File: config.mk
export PLATFORM = sky130hd
export DESIGN_NAME = pacc_top
export DESIGN_NICKNAME = d
export VERILOG_FILES = /design/src/rtl/pacc_pkg.sv /design/src/rtl/pacc_sync_edge.sv /design/src/rtl/pacc_counter.sv /design/src/rtl/pacc_flags.sv /design/src/rtl/pacc_top.sv
export SDC_FILE = /design/constraint.sdc
export NUM_CORES = 1
export LEC_CHECK = 0
export ABC_AREA = 1
export BUFFER_PORTS_ARGS = -buffer_cell sky130_fd_sc_hd__buf_2
export CAP_MARGIN = 20
export CORE_MARGIN = 2
export CORE_UTILIZATION = 55
export DETAILED_ROUTE_END_ITERATION = 7
export HOLD_SLACK_MARGIN = 0.12
export PLACE_DENSITY_LB_ADDON = 0.08
export RECOVER_POWER = 100
export REMOVE_ABC_BUFFERS = 1
export SLEW_MARGIN = 10
export SYNTH_ARGS = -nofsm -noshare
export SYNTH_HDL_FRONTEND = slang
export SYNTH_HIERARCHICAL = 1
export SYNTH_SLANG_ARGS = --single-unit
File: constraint.sdc
create_clock -name clk -period 1.55 [get_ports clk]
set_input_delay 0.31 -clock clk [delete_from_list [all_inputs] [get_ports clk]]
set_output_delay 0.31 -clock clk [all_outputs]
set_load 0.02 [all_outputs]
File: src/rtl/pacc_pkg.sv
package pacc_pkg;
   localparam int unsigned BUS_W = 8;

   typedef enum logic [1:0] {
      ADDR_FLAG = 2'd0,
      ADDR_CNTH = 2'd1,
      ADDR_CNTL = 2'd2,
      ADDR_RSVD = 2'd3
   } pacc_addr_e;

   typedef struct packed {
      logic ovf;
      logic edg;
   } pacc_flags_t;
endpackage

File: src/rtl/pacc_sync_edge.sv
module pacc_sync_edge #(
   parameter int unsigned SYNC_STAGES = 2
) (
   input  logic clk,
   input  logic rst_n,
   input  logic pin_async,
   input  logic pol,
   output logic gate_act,
   output logic lead_edge,
   output logic trail_edge
);
   initial begin
      if (SYNC_STAGES < 2) $error("SYNC_STAGES must be at least 2");
   end

   logic [SYNC_STAGES-1:0] chain;
   logic                   level_q;
   logic                   level_prev;

   genvar g;
   generate
      for (g = 0; g < SYNC_STAGES; g++) begin : g_stage
         if (g == 0) begin : g_first
            always_ff @(posedge clk or negedge rst_n) begin
               if (!rst_n) chain[g] <= 1'b0;
               else        chain[g] <= pin_async;
            end
         end else begin : g_next
            always_ff @(posedge clk or negedge rst_n) begin
               if (!rst_n) chain[g] <= 1'b0;
               else        chain[g] <= chain[g-1];
            end
         end
      end
   endgenerate

   assign level_q = chain[SYNC_STAGES-1];

   always_ff @(posedge clk or negedge rst_n) begin
      if (!rst_n) level_prev <= 1'b0;
      else        level_prev <= level_q;
   end

   logic rise;
   logic fall;
   assign rise       = level_q & ~level_prev;
   assign fall       = ~level_q & level_prev;
   assign gate_act   = (level_q == pol);
   assign lead_edge  = pol ? rise : fall;
   assign trail_edge = pol ? fall : rise;

   assert_edges_exclusive_R6: assert property (@(posedge clk) disable iff (!rst_n)
      !(lead_edge && trail_edge));
endmodule

File: src/rtl/pacc_counter.sv
module pacc_counter #(
   parameter int unsigned CNT_W = 16
) (
   input  logic             clk,
   input  logic             rst_n,
   input  logic             acc_en,
   input  logic             gated,
   input  logic             ev_edge,
   input  logic             gate_act,
   input  logic             tick,
   input  logic             ld_hi,
   input  logic             ld_lo,
   input  logic [7:0]       wdata,
   output logic [CNT_W-1:0] cnt,
   output logic             wrap
);
   localparam logic [CNT_W-1:0] CNT_MAX = {CNT_W{1'b1}};
   localparam logic [CNT_W-1:0] CNT_ONE = CNT_W'(1);

   initial begin
      if (CNT_W < 9 || CNT_W > 16) $error("CNT_W must lie in 9..16");
   end

   logic        inc;
   logic        load;
   logic [15:0] cnt_ext;
   logic [15:0] load_val;

   assign inc     = acc_en & (gated ? (gate_act & tick) : ev_edge);
   assign load    = ld_hi | ld_lo;
   assign cnt_ext = 16'(cnt);

   always_comb begin
      load_val = cnt_ext;
      if (ld_hi) load_val[15:8] = wdata;
      if (ld_lo) load_val[7:0]  = wdata;
   end

   assign wrap = inc & ~load & (cnt == CNT_MAX);

   always_ff @(posedge clk or negedge rst_n) begin
      if (!rst_n)   cnt <= '0;
      else if (load) cnt <= load_val[CNT_W-1:0];
      else if (inc)  cnt <= cnt + CNT_ONE;
   end

   assert_hold_disabled_R4: assert property (@(posedge clk) disable iff (!rst_n)
      (!acc_en && !load) |=> $stable(cnt));
   assert_single_step_R2: assert property (@(posedge clk) disable iff (!rst_n)
      (acc_en && !load) |=> ($stable(cnt) || cnt == $past(cnt) + CNT_ONE));
   assert_wrap_to_zero_R5: assert property (@(posedge clk) disable iff (!rst_n)
      wrap |=> (cnt == '0));
endmodule

File: src/rtl/pacc_flags.sv
module pacc_flags
   import pacc_pkg::*;
#(
   parameter bit CH_PRESENT = 1'b1
) (
   input  logic        clk,
   input  logic        rst_n,
   input  logic        edge_evt,
   input  logic        ovf_evt,
   input  logic        clr_en,
   input  logic        w1c_stb,
   input  logic [1:0]  w1c_mask,
   input  logic        fast_hit,
   output pacc_flags_t flags
);
   generate
      if (CH_PRESENT) begin : g_present
         logic clr_edg;
         logic clr_ovf;
         assign clr_edg = clr_en & ((w1c_stb & w1c_mask[0]) | fast_hit);
         assign clr_ovf = clr_en & ((w1c_stb & w1c_mask[1]) | fast_hit);

         always_ff @(posedge clk or negedge rst_n) begin
            if (!rst_n) begin
               flags <= '0;
            end else begin
               if (edge_evt)     flags.edg <= 1'b1;
               else if (clr_edg) flags.edg <= 1'b0;
               if (ovf_evt)      flags.ovf <= 1'b1;
               else if (clr_ovf) flags.ovf <= 1'b0;
            end
         end

         assert_ovf_set_wins_R9: assert property (@(posedge clk) disable iff (!rst_n)
            ovf_evt |=> flags.ovf);
         assert_edge_set_wins_R9: assert property (@(posedge clk) disable iff (!rst_n)
            edge_evt |=> flags.edg);
         assert_clear_gated_R7: assert property (@(posedge clk) disable iff (!rst_n)
            (!clr_en && flags.edg) |=> flags.edg);
         assert_clear_gated_ovf_R7: assert property (@(posedge clk) disable iff (!rst_n)
            (!clr_en && flags.ovf) |=> flags.ovf);
      end else begin : g_absent
         logic unused_absent;
         assign unused_absent = ^{edge_evt, ovf_evt, clr_en, w1c_stb, w1c_mask, fast_hit};
         assign flags = '0;
      end
   endgenerate
endmodule

File: src/rtl/pacc_top.sv
module pacc_top
   import pacc_pkg::*;
#(
   parameter int unsigned CNT_W       = 16,
   parameter int unsigned SYNC_STAGES = 2,
   parameter bit          CH_PRESENT  = 1'b1
) (
   input  logic       clk,
   input  logic       rst_n,
   input  logic       pin_in,
   input  logic       tick,
   input  logic       tmr_en,
   input  logic       acc_en,
   input  logic       gated_mode,
   input  logic       edge_pol,
   input  logic       fast_clr,
   input  logic [1:0] irq_en,
   input  logic       bus_sel,
   input  logic       bus_wr,
   input  logic       bus_rd,
   input  logic [1:0] bus_addr,
   input  logic [7:0] bus_wdata,
   output logic [7:0] bus_rdata,
   output logic       irq
);
   logic             gate_act;
   logic             lead_edge;
   logic             trail_edge;
   logic [CNT_W-1:0] cnt;
   logic [15:0]      cnt_ext;
   logic             wrap;
   pacc_flags_t      flags;

   logic acc_hit;
   logic wr_flag;
   logic ld_hi;
   logic ld_lo;
   logic edge_evt;

   assign acc_hit  = bus_sel & (bus_wr | bus_rd);
   assign wr_flag  = bus_sel & bus_wr & (bus_addr == ADDR_FLAG);
   assign ld_hi    = bus_sel & bus_wr & (bus_addr == ADDR_CNTH);
   assign ld_lo    = bus_sel & bus_wr & (bus_addr == ADDR_CNTL);
   assign edge_evt = acc_en & (gated_mode ? trail_edge : lead_edge);

   pacc_sync_edge #(.SYNC_STAGES(SYNC_STAGES)) u_sync (
      .clk       (clk),
      .rst_n     (rst_n),
      .pin_async (pin_in),
      .pol       (edge_pol),
      .gate_act  (gate_act),
      .lead_edge (lead_edge),
      .trail_edge(trail_edge)
   );

   pacc_counter #(.CNT_W(CNT_W)) u_cnt (
      .clk     (clk),
      .rst_n   (rst_n),
      .acc_en  (acc_en),
      .gated   (gated_mode),
      .ev_edge (lead_edge),
      .gate_act(gate_act),
      .tick    (tick),
      .ld_hi   (ld_hi),
      .ld_lo   (ld_lo),
      .wdata   (bus_wdata),
      .cnt     (cnt),
      .wrap    (wrap)
   );

   pacc_flags #(.CH_PRESENT(CH_PRESENT)) u_flags (
      .clk     (clk),
      .rst_n   (rst_n),
      .edge_evt(edge_evt),
      .ovf_evt (wrap),
      .clr_en  (tmr_en | acc_en),
      .w1c_stb (wr_flag),
      .w1c_mask(bus_wdata[1:0]),
      .fast_hit(fast_clr & acc_hit & ((bus_addr == ADDR_CNTH) | (bus_addr == ADDR_CNTL))),
      .flags   (flags)
   );

   assign cnt_ext = 16'(cnt);

   always_comb begin
      unique case (pacc_addr_e'(bus_addr))
         ADDR_FLAG: bus_rdata = {6'b0, flags.ovf, flags.edg};
         ADDR_CNTH: bus_rdata = cnt_ext[15:8];
         ADDR_CNTL: bus_rdata = cnt_ext[7:0];
         default:   bus_rdata = 8'h00;
      endcase
   end

   assign irq = (flags.ovf & irq_en[1]) | (flags.edg & irq_en[0]);

   assert_flag_upper_zero_R10: assert property (@(posedge clk) disable iff (!rst_n)
      (bus_addr == ADDR_FLAG) |-> (bus_rdata[7:2] == 6'b0));
   assert_irq_masked_R11: assert property (@(posedge clk) disable iff (!rst_n)
      (irq_en == 2'b00) |-> !irq);
endmodule

==> results of run 1 <==
-- where the power goes --
group / internal, mW / switching (mW) / total, mW / leakage, nW
Clock: 0.100 / 0.171 / 0.271 / 0.0150
Sequential: 0.725 / 0.287 / 1.01 / 0.243
Combinational: 0.502 / 0.662 / 1.16 / 0.980
-- Yosys cell counts (all sizes together) --
library cell and instances:
nand2 97, inv 38, nor2 29, nand3 24, dfrtp 21, a21oi 20, o21ai 13, ha 6
buf 5, a21boi 3, nor3 3, nand4 2, o21bai 2, xnor2 2, a22oi 1, o21a 1
or2 1
-- sequential cells by signal, indices dropped and copies added (netlist names) --
| register | cells |
|---|---|
| u_sync/level_q | 1 |
| u_flags/flags | 2 |
| u_sync/level_prev | 1 |
| u_cnt/cnt | 16 |
| u_sync/chain | 1 |
-- critical path: stages --
cell and delay (ps):
buf_2 100, inv_1 50, buf_4 130, ha_1 230, nand2_1 90, nand3_2 70
nand2_1 60, inv_1 40, buf_6 120
-- timing repair --
action	in CTS	in global routing
setup buffers	0	9
endpoints found under the hold margin	22	0
resized for setup	2	55
gates cloned	0	1
endpoints found under the setup margin	1	23
hold buffers	2	0
pin swaps	0	13
-- path summary, 6_finish.rpt --
| check | from | depth (start not counted) | slack, ps | endpoint |
|---|---|---|---|---|
| worst min-delay path | bus_wdata[6] | 5 | 310 | u_cnt/cnt[14] |
| min in group asynchronous | rst_n | 2 | 490 | u_cnt/cnt[11] |
| worst max register to register | u_cnt/cnt[1] | 7 | 40 | u_flags/flags[1] |
| worst min register to register | u_sync/chain[0] | 0 | 370 | u_sync/level_q |
| max in group asynchronous | rst_n | 2 | 700 | u_sync/level_q |
| worst max-delay path | bus_addr[0] | 9 | 30 | bus_rdata[1] |
-- layer usage --
metal | vias to the layer above | track usage | wire length (um)
li1 | 959 | - | -
met1 | 881 | 0.401 | 2120
met2 | 76 | 0.415 | 2300
met3 | 9 | 0.0216 | 369
met4 | 0 | 0.0698 | 73
met5 | - | 0 | 0
-- stage by stage --
| step | TNS, ps | utilization | power, mW |
|---|---|---|---|
| finish | 0 | 0.768 | 2.45 |
| global route | -409 | 0.768 | 2.63 |
| CTS | 0 | 0.675 | 2.18 |
| detailed placement | -1760 | 0.658 | 1.89 |
| global placement | -1310 | 0.658 | 1.87 |
| floorplan | -1040 | - | 1.55 |
-- cell families (layout without fill, tap and decap cells) --
kind of cell             Yosys count  after routing  synth area share
AND/OR/NAND/NOR                  156            157             0.406
AO/OA/AOI/OAI                     40             40             0.130
flip-flops                        21             21             0.307
adder cells (fa/ha/maj)            6              6            0.0439
XOR/XNOR                           2              2            0.0103
buffers and inverters             43             98             0.103
-- final cells by class --
cell class | count | area, um2 | area share
clock buffers | 4 | 26.3 | 0.0114
multi-input cells | 205 | 1170 | 0.506
inverters | 38 | 143 | 0.0619
flip-flops and latches | 21 | 529 | 0.230
repair buffers | 56 | 399 | 0.173
well taps | 33 | 41.3 | 0.0179
==> reports/results.md, run 1 <==
| Quantity | Value | Unit |
|---|---|---|
| Total count of hold-check failures in the final report | 0 | - |
| Worst setup path category | in -> out | - |
| Actual slew at the worst max-slew pin | 497 | ps |
| Number of top-level pins | 33 | - |
| Number of synthesized register bits | 21 | - |
| Antenna Cells | 0 | - |
| Number of slew-limit violations in the final report | 0 | - |
| Kind of start point of the critical path | input pin | - |
| Die W | 59.7 | um |
| Effective utilization at floorplan | 0.569 | - |
| Final worst path period need | 1520 | ps |
| Sequential area share after synthesis | 0.307 | - |
| Maximum level of the CTS H-tree | 1 | - |
| Pin count of the biggest net entering global routing | 22 | - |
| Smallest hold slack | 309 | ps |
| Setup repair after global routing missed its margin | yes | - |
| Status | completed | - |
| Final standard cell count with taps included and fillers excluded | 357 | - |
| Crit path required time | 1240 | ps |
| Post-synth design cell area | 0.00171 | mm2 |
| Remaining antenna violation count after routing | 0 | - |
| Setup crit end kind | primary output | - |
| Final Setup Violations | 0 | - |
| Detailed placer's ending HPWL | 3330 | um |
| Synth warn | 6 | - |
| Average cell area after synthesis | 6.38 | um2 |
| Remaining routing DRC violations | 0 | - |
| Placed cell count | 341 | - |
| Total global-route track usage | 0.267 | - |
| Share of the synthesized area in the top cell type | 0.307 | - |
| Post-Syn Instances | 268 | - |
| First-pass GRT wire length | 7180 | um |
| Reported leakage power | 1.24 | nW |
| Overflow left after global routing | 0 | - |
| Post-synthesis cell type count | 30 | - |
| PortBufs | 32 | - |
| Max clock buf depth | 2 | - |
| Achievable Freq | 659 | MHz |
| Average via count per standard cell | 5.39 | - |
| Headroom to the max-slew limit | 0.668 | - |
| Placement-stage cell area | 0.00197 | mm2 |
| Drt total wl | 4850 | um |
| Synth-to-layout area growth | 34.9 | % |
| Clock-pin slew on the worst setup and hold paths | 120 | ps |
| Number of buffers added by the clock tree synthesis step | 3 | - |
| Detailed Route Iter0 Violations | 190 | - |
| Number of detailed-route iterations in the first pass | 5 | - |
| Setup clock skew after layout | 5.08 | ps |
| Most common cell after layout, fill and taps aside | nand2_1 | - |
| Max-cap violation count | 0 | - |
| Share of the cycle needed by the critical path after routing | 0.980 | - |
| Number of standard-cell rows in the floorplan | 20 | - |
| Root Driver | clkbuf_4 | - |
| Final WS setup | 31.5 | ps |
| Routability cong. | 0.892 | - |
| CP Data Arrival Time | 1210 | ps |
| Power density over cell area | 1060 | mW/mm2 |
| Chip Height | 59.7 | um |
| Number of antenna violations at the first check in global routing | 0 | - |
| Area of the core | 0.00300 | mm2 |
| Clock tree from TritonCTS | yes | - |
| Share of layout cells above drive strength 1 | 0.318 | - |
| Min-delay worst type | in -> reg | - |
| Die footprint | 0.00357 | mm2 |
| Via count of the first global-routing pass | 1,600 | - |
| Number of clock sinks | 21 | - |
| Pre-CTS setup slack | -140 | ps |
| Detail-routed net length per standard cell | 13.6 | um |
| Vias | 1,925 | - |
| Final Cell Area | 0.00231 | mm2 |
| Final layout net count | 355 | - |
| Crit-path max FO | 3 | - |
| Synth area leaders | dfrtp_1, nand2_1, inv_1 | - |
| Filler Cell Count | 243 | - |
| Clock insertion delay at the later pin of the skew report | 300 | ps |
| Most used cells in the layout excluding fill and tap cells | nand2_1, inv_1, buf_2, nor2_1, buf_4 | - |
| Cell type with the highest aggregate area in the netlist | dfrtp_1 | - |
| Largest vdd supply drop | 810 | uV |
Power figures use the tool's default switching activity.
==> inputs of run 2 (changes only) <==
Settings changed: CORE_UTILIZATION 55 to 57, CTS_BUF_LIST set to sky130_fd_sc_hd__clkbuf_8.
==> reports/results.md, run 2 (synthesis gave the netlist of run 1 again) <==
| Quantity | Value | Unit | Delta |
|---|---|---|---|
| Status | complete, but fails checks | - |  |
| Violations in the final reports | design-rule violations, negative setup slack | - |  |
| Total global-route track usage | 0.276 | - | +0.00851 |
| Maximum level of the CTS H-tree | 1 | - | unchanged |
| Root Driver | clkbuf_8 | - |  |
| Vias | 1,975 | - | +2.6% |
| Kind of start point of the critical path | register | - |  |
| Via count of the first global-routing pass | 1,542 | - | -3.6% |
| Setup repair after global routing missed its margin | yes | - |  |
| Clock-pin slew on the worst setup and hold paths | 80 | ps | -40 ps |
| Smallest hold slack | 153 | ps | -156 ps |
| Power density over cell area | 1080 | mW/mm2 | +1.9% |
| Share of the cycle needed by the critical path after routing | 1.01 | - | +0.0294 |
| Max clock buf depth | 2 | - | unchanged |
| Registers with the most flip-flops | u_cnt/cnt: 16 flops, u_flags/flags: 2 flops | - |  |
| Overflow left after global routing | 0 | - | unchanged |
| Footprint of the multi-input gates | 0.00112 | mm2 | -3.9% |
| First-pass GRT wire length | 7180 | um | unchanged |
| Antenna Cells | 0 | - | unchanged |
| Pin count of the biggest net entering global routing | 22 | - | unchanged |
| Filler Cell Count | 205 | - | -16% |
| Share of layout cells above drive strength 1 | 0.288 | - | -0.0304 |
| Number of slew-limit violations in the final report | 0 | - | unchanged |
| Total count of hold-check failures in the final report | 0 | - | unchanged |
| Achievable Freq | 639 | MHz | -2.9% |
| Final layout net count | 351 | - | -1.1% |
| Series of cell instances along the critical path | ha_4 -> nand3_4 -> nor3_4 -> nand3_2 -> nor3_4 -> inv_1 -> nand2_1 | - |  |
| Number of top-level pins | 33 | - | unchanged |
| Largest vdd supply drop | 894 | uV | +10% |
| Number of clock sinks | 21 | - | unchanged |
| Number of detailed-route iterations in the first pass | 7 | - | +2 |
| Number of buffers added by the clock tree synthesis step | 3 | - | unchanged |
| Remaining antenna violation count after routing | 0 | - | unchanged |
| Clock tree from TritonCTS | yes | - |  |
| Most common cell after layout, fill and taps aside | nand2_1 | - |  |
| Number of standard-cell rows in the floorplan | 19 | - | -5.0% |
| Worst setup path category | reg -> reg | - |  |
| Register area | 527 | um2 | -0.47% |
| Critical Path Max Stage Delay | 420 | ps | +190 ps |
| Chip Height | 58.8 | um | -1.6% |
| Final worst path period need | 1560 | ps | +45.6 ps |
| Synth-to-layout area growth | 30.5 | % |  |
| Max-cap violation count | 0 | - | unchanged |
| Detailed Route Iter0 Violations | 165 | - | -13% |
| Drt total wl | 4880 | um | +0.54% |
| Crit-path max FO | 7 | - | +4 |
| Actual slew at the worst max-slew pin | 509 | ps | +12.0 ps |
| Detail-routed net length per standard cell | 13.9 | um | +2.3% |
| Reported leakage power | 1.20 | nW | -3.0% |
| Slowest cell on the critical path | dfrtp_1 | - |  |
| CP most frequent cell | nor3_4 | - |  |
| Min-delay worst type | in -> reg | - |  |
| Core utilization of the finished layout | 0.795 | - | +0.0269 |
| Register name with the most flops | u_cnt/cnt | - |  |
| PortBufs | 32 | - | unchanged |
| Average via count per standard cell | 5.63 | - | +4.4% |
| Die W | 58.8 | um | -1.6% |
| Area of the core | 0.00281 | mm2 | -6.6% |
| Headroom to the max-slew limit | 0.660 | - | -0.00800 |
| Detailed placer's ending HPWL | 3490 | um | +4.8% |
| Number of antenna violations at the first check in global routing | 0 | - | unchanged |
| Final WS setup | -14.1 | ps | -45.6 ps |
| Largest register FFs | 16 | - | unchanged |
| CP Data Arrival Time | 1770 | ps | +560 ps |
| Effective utilization at floorplan | 0.609 | - | +0.0401 |
| Setup crit end kind | register | - |  |
| Crit path required time | 1750 | ps | +510 ps |
| Die footprint | 0.00345 | mm2 | -3.3% |
| Setup clock skew after layout | 2.36 | ps | -2.72 ps |
| Remaining routing DRC violations | 1 | - | +1 |
| Clock insertion delay at the later pin of the skew report | 260 | ps | -40 ps |
| Tot Pwr | 2.41 | mW | -1.4% |
| Most used cells in the layout excluding fill and tap cells | nand2_1, inv_1, buf_2, nor2_1 | - |  |
| Final Setup Violations | 1 | - | +1 |
| Routability cong. | 0.884 | - | -0.90% |
[run 2: area by class of cell]
cell class	instances	area share
repair buffers	53	0.158
multi-input cells	204	0.503
inverters	38	0.0651
clock inverters	1	0.00168
well taps	31	0.0174
clock buffers	3	0.0185
flip-flops and latches	21	0.236
[run 2: worst paths after layout]
check	startpoint	end	slack [ps]	depth (start not counted)
max	u_cnt/cnt[1]	u_flags/flags[1]	-10	7
min reg2reg	u_sync/chain[0]	u_sync/level_q	370	0
max reg2reg	u_cnt/cnt[1]	u_flags/flags[1]	-10	7
max in group asynchronous	rst_n	u_sync/level_q	630	2
min	pin_in	u_sync/chain[0]	150	1
min in group asynchronous	rst_n	u_flags/flags[1]	550	2
[run 2: critical path: cells and delay by family, from the launching register on]
kind / cells / cell delay, ps
AND/OR/NAND/NOR: 5 / 850
adder cells (fa/ha/maj): 1 / 180
buffers and inverters: 1 / 60
flip-flops: 1 / 420
[run 2: report_power, final]
part           switching, mW  leakage [nW]  internal (mW)
Clock                  0.183        0.0269          0.177
Combinational          0.625         0.929          0.433
Sequential             0.274         0.245          0.720
Total                   1.08          1.20           1.33
[run 2: routing by layer]
metal	vias to the layer above	wire [um]	global-route usage
li1	949	-	-
met1	942	2160	0.416
met2	76	2280	0.411
met3	8	383	0.0396
met4	0	55	0.0779
met5	-	0	0
[run 2: per-stage QoR]
stage                     TNS [ps]  cell area [um2]  setup WS, ps  instances
after floorplan              -1040             1680          -143        263
after global placement       -1370             2010          -132        342
after detailed placement     -2410             2010          -189        342
after CTS                        0             2070          13.8        348
after global routing          -401             2230          -109        351
final                        -14.1             2230         -14.1        351
[run 2: timing repair]
item / CTS / global route
gates resized for setup: 1 / 34
pin swaps: 1 / 8
setup buffers: 1 / 3
gates cloned: 0 / 0
endpoints found under the setup margin: 3 / 23
hold buffers: 1 / 0
endpoints found under the hold margin: 21 / 0
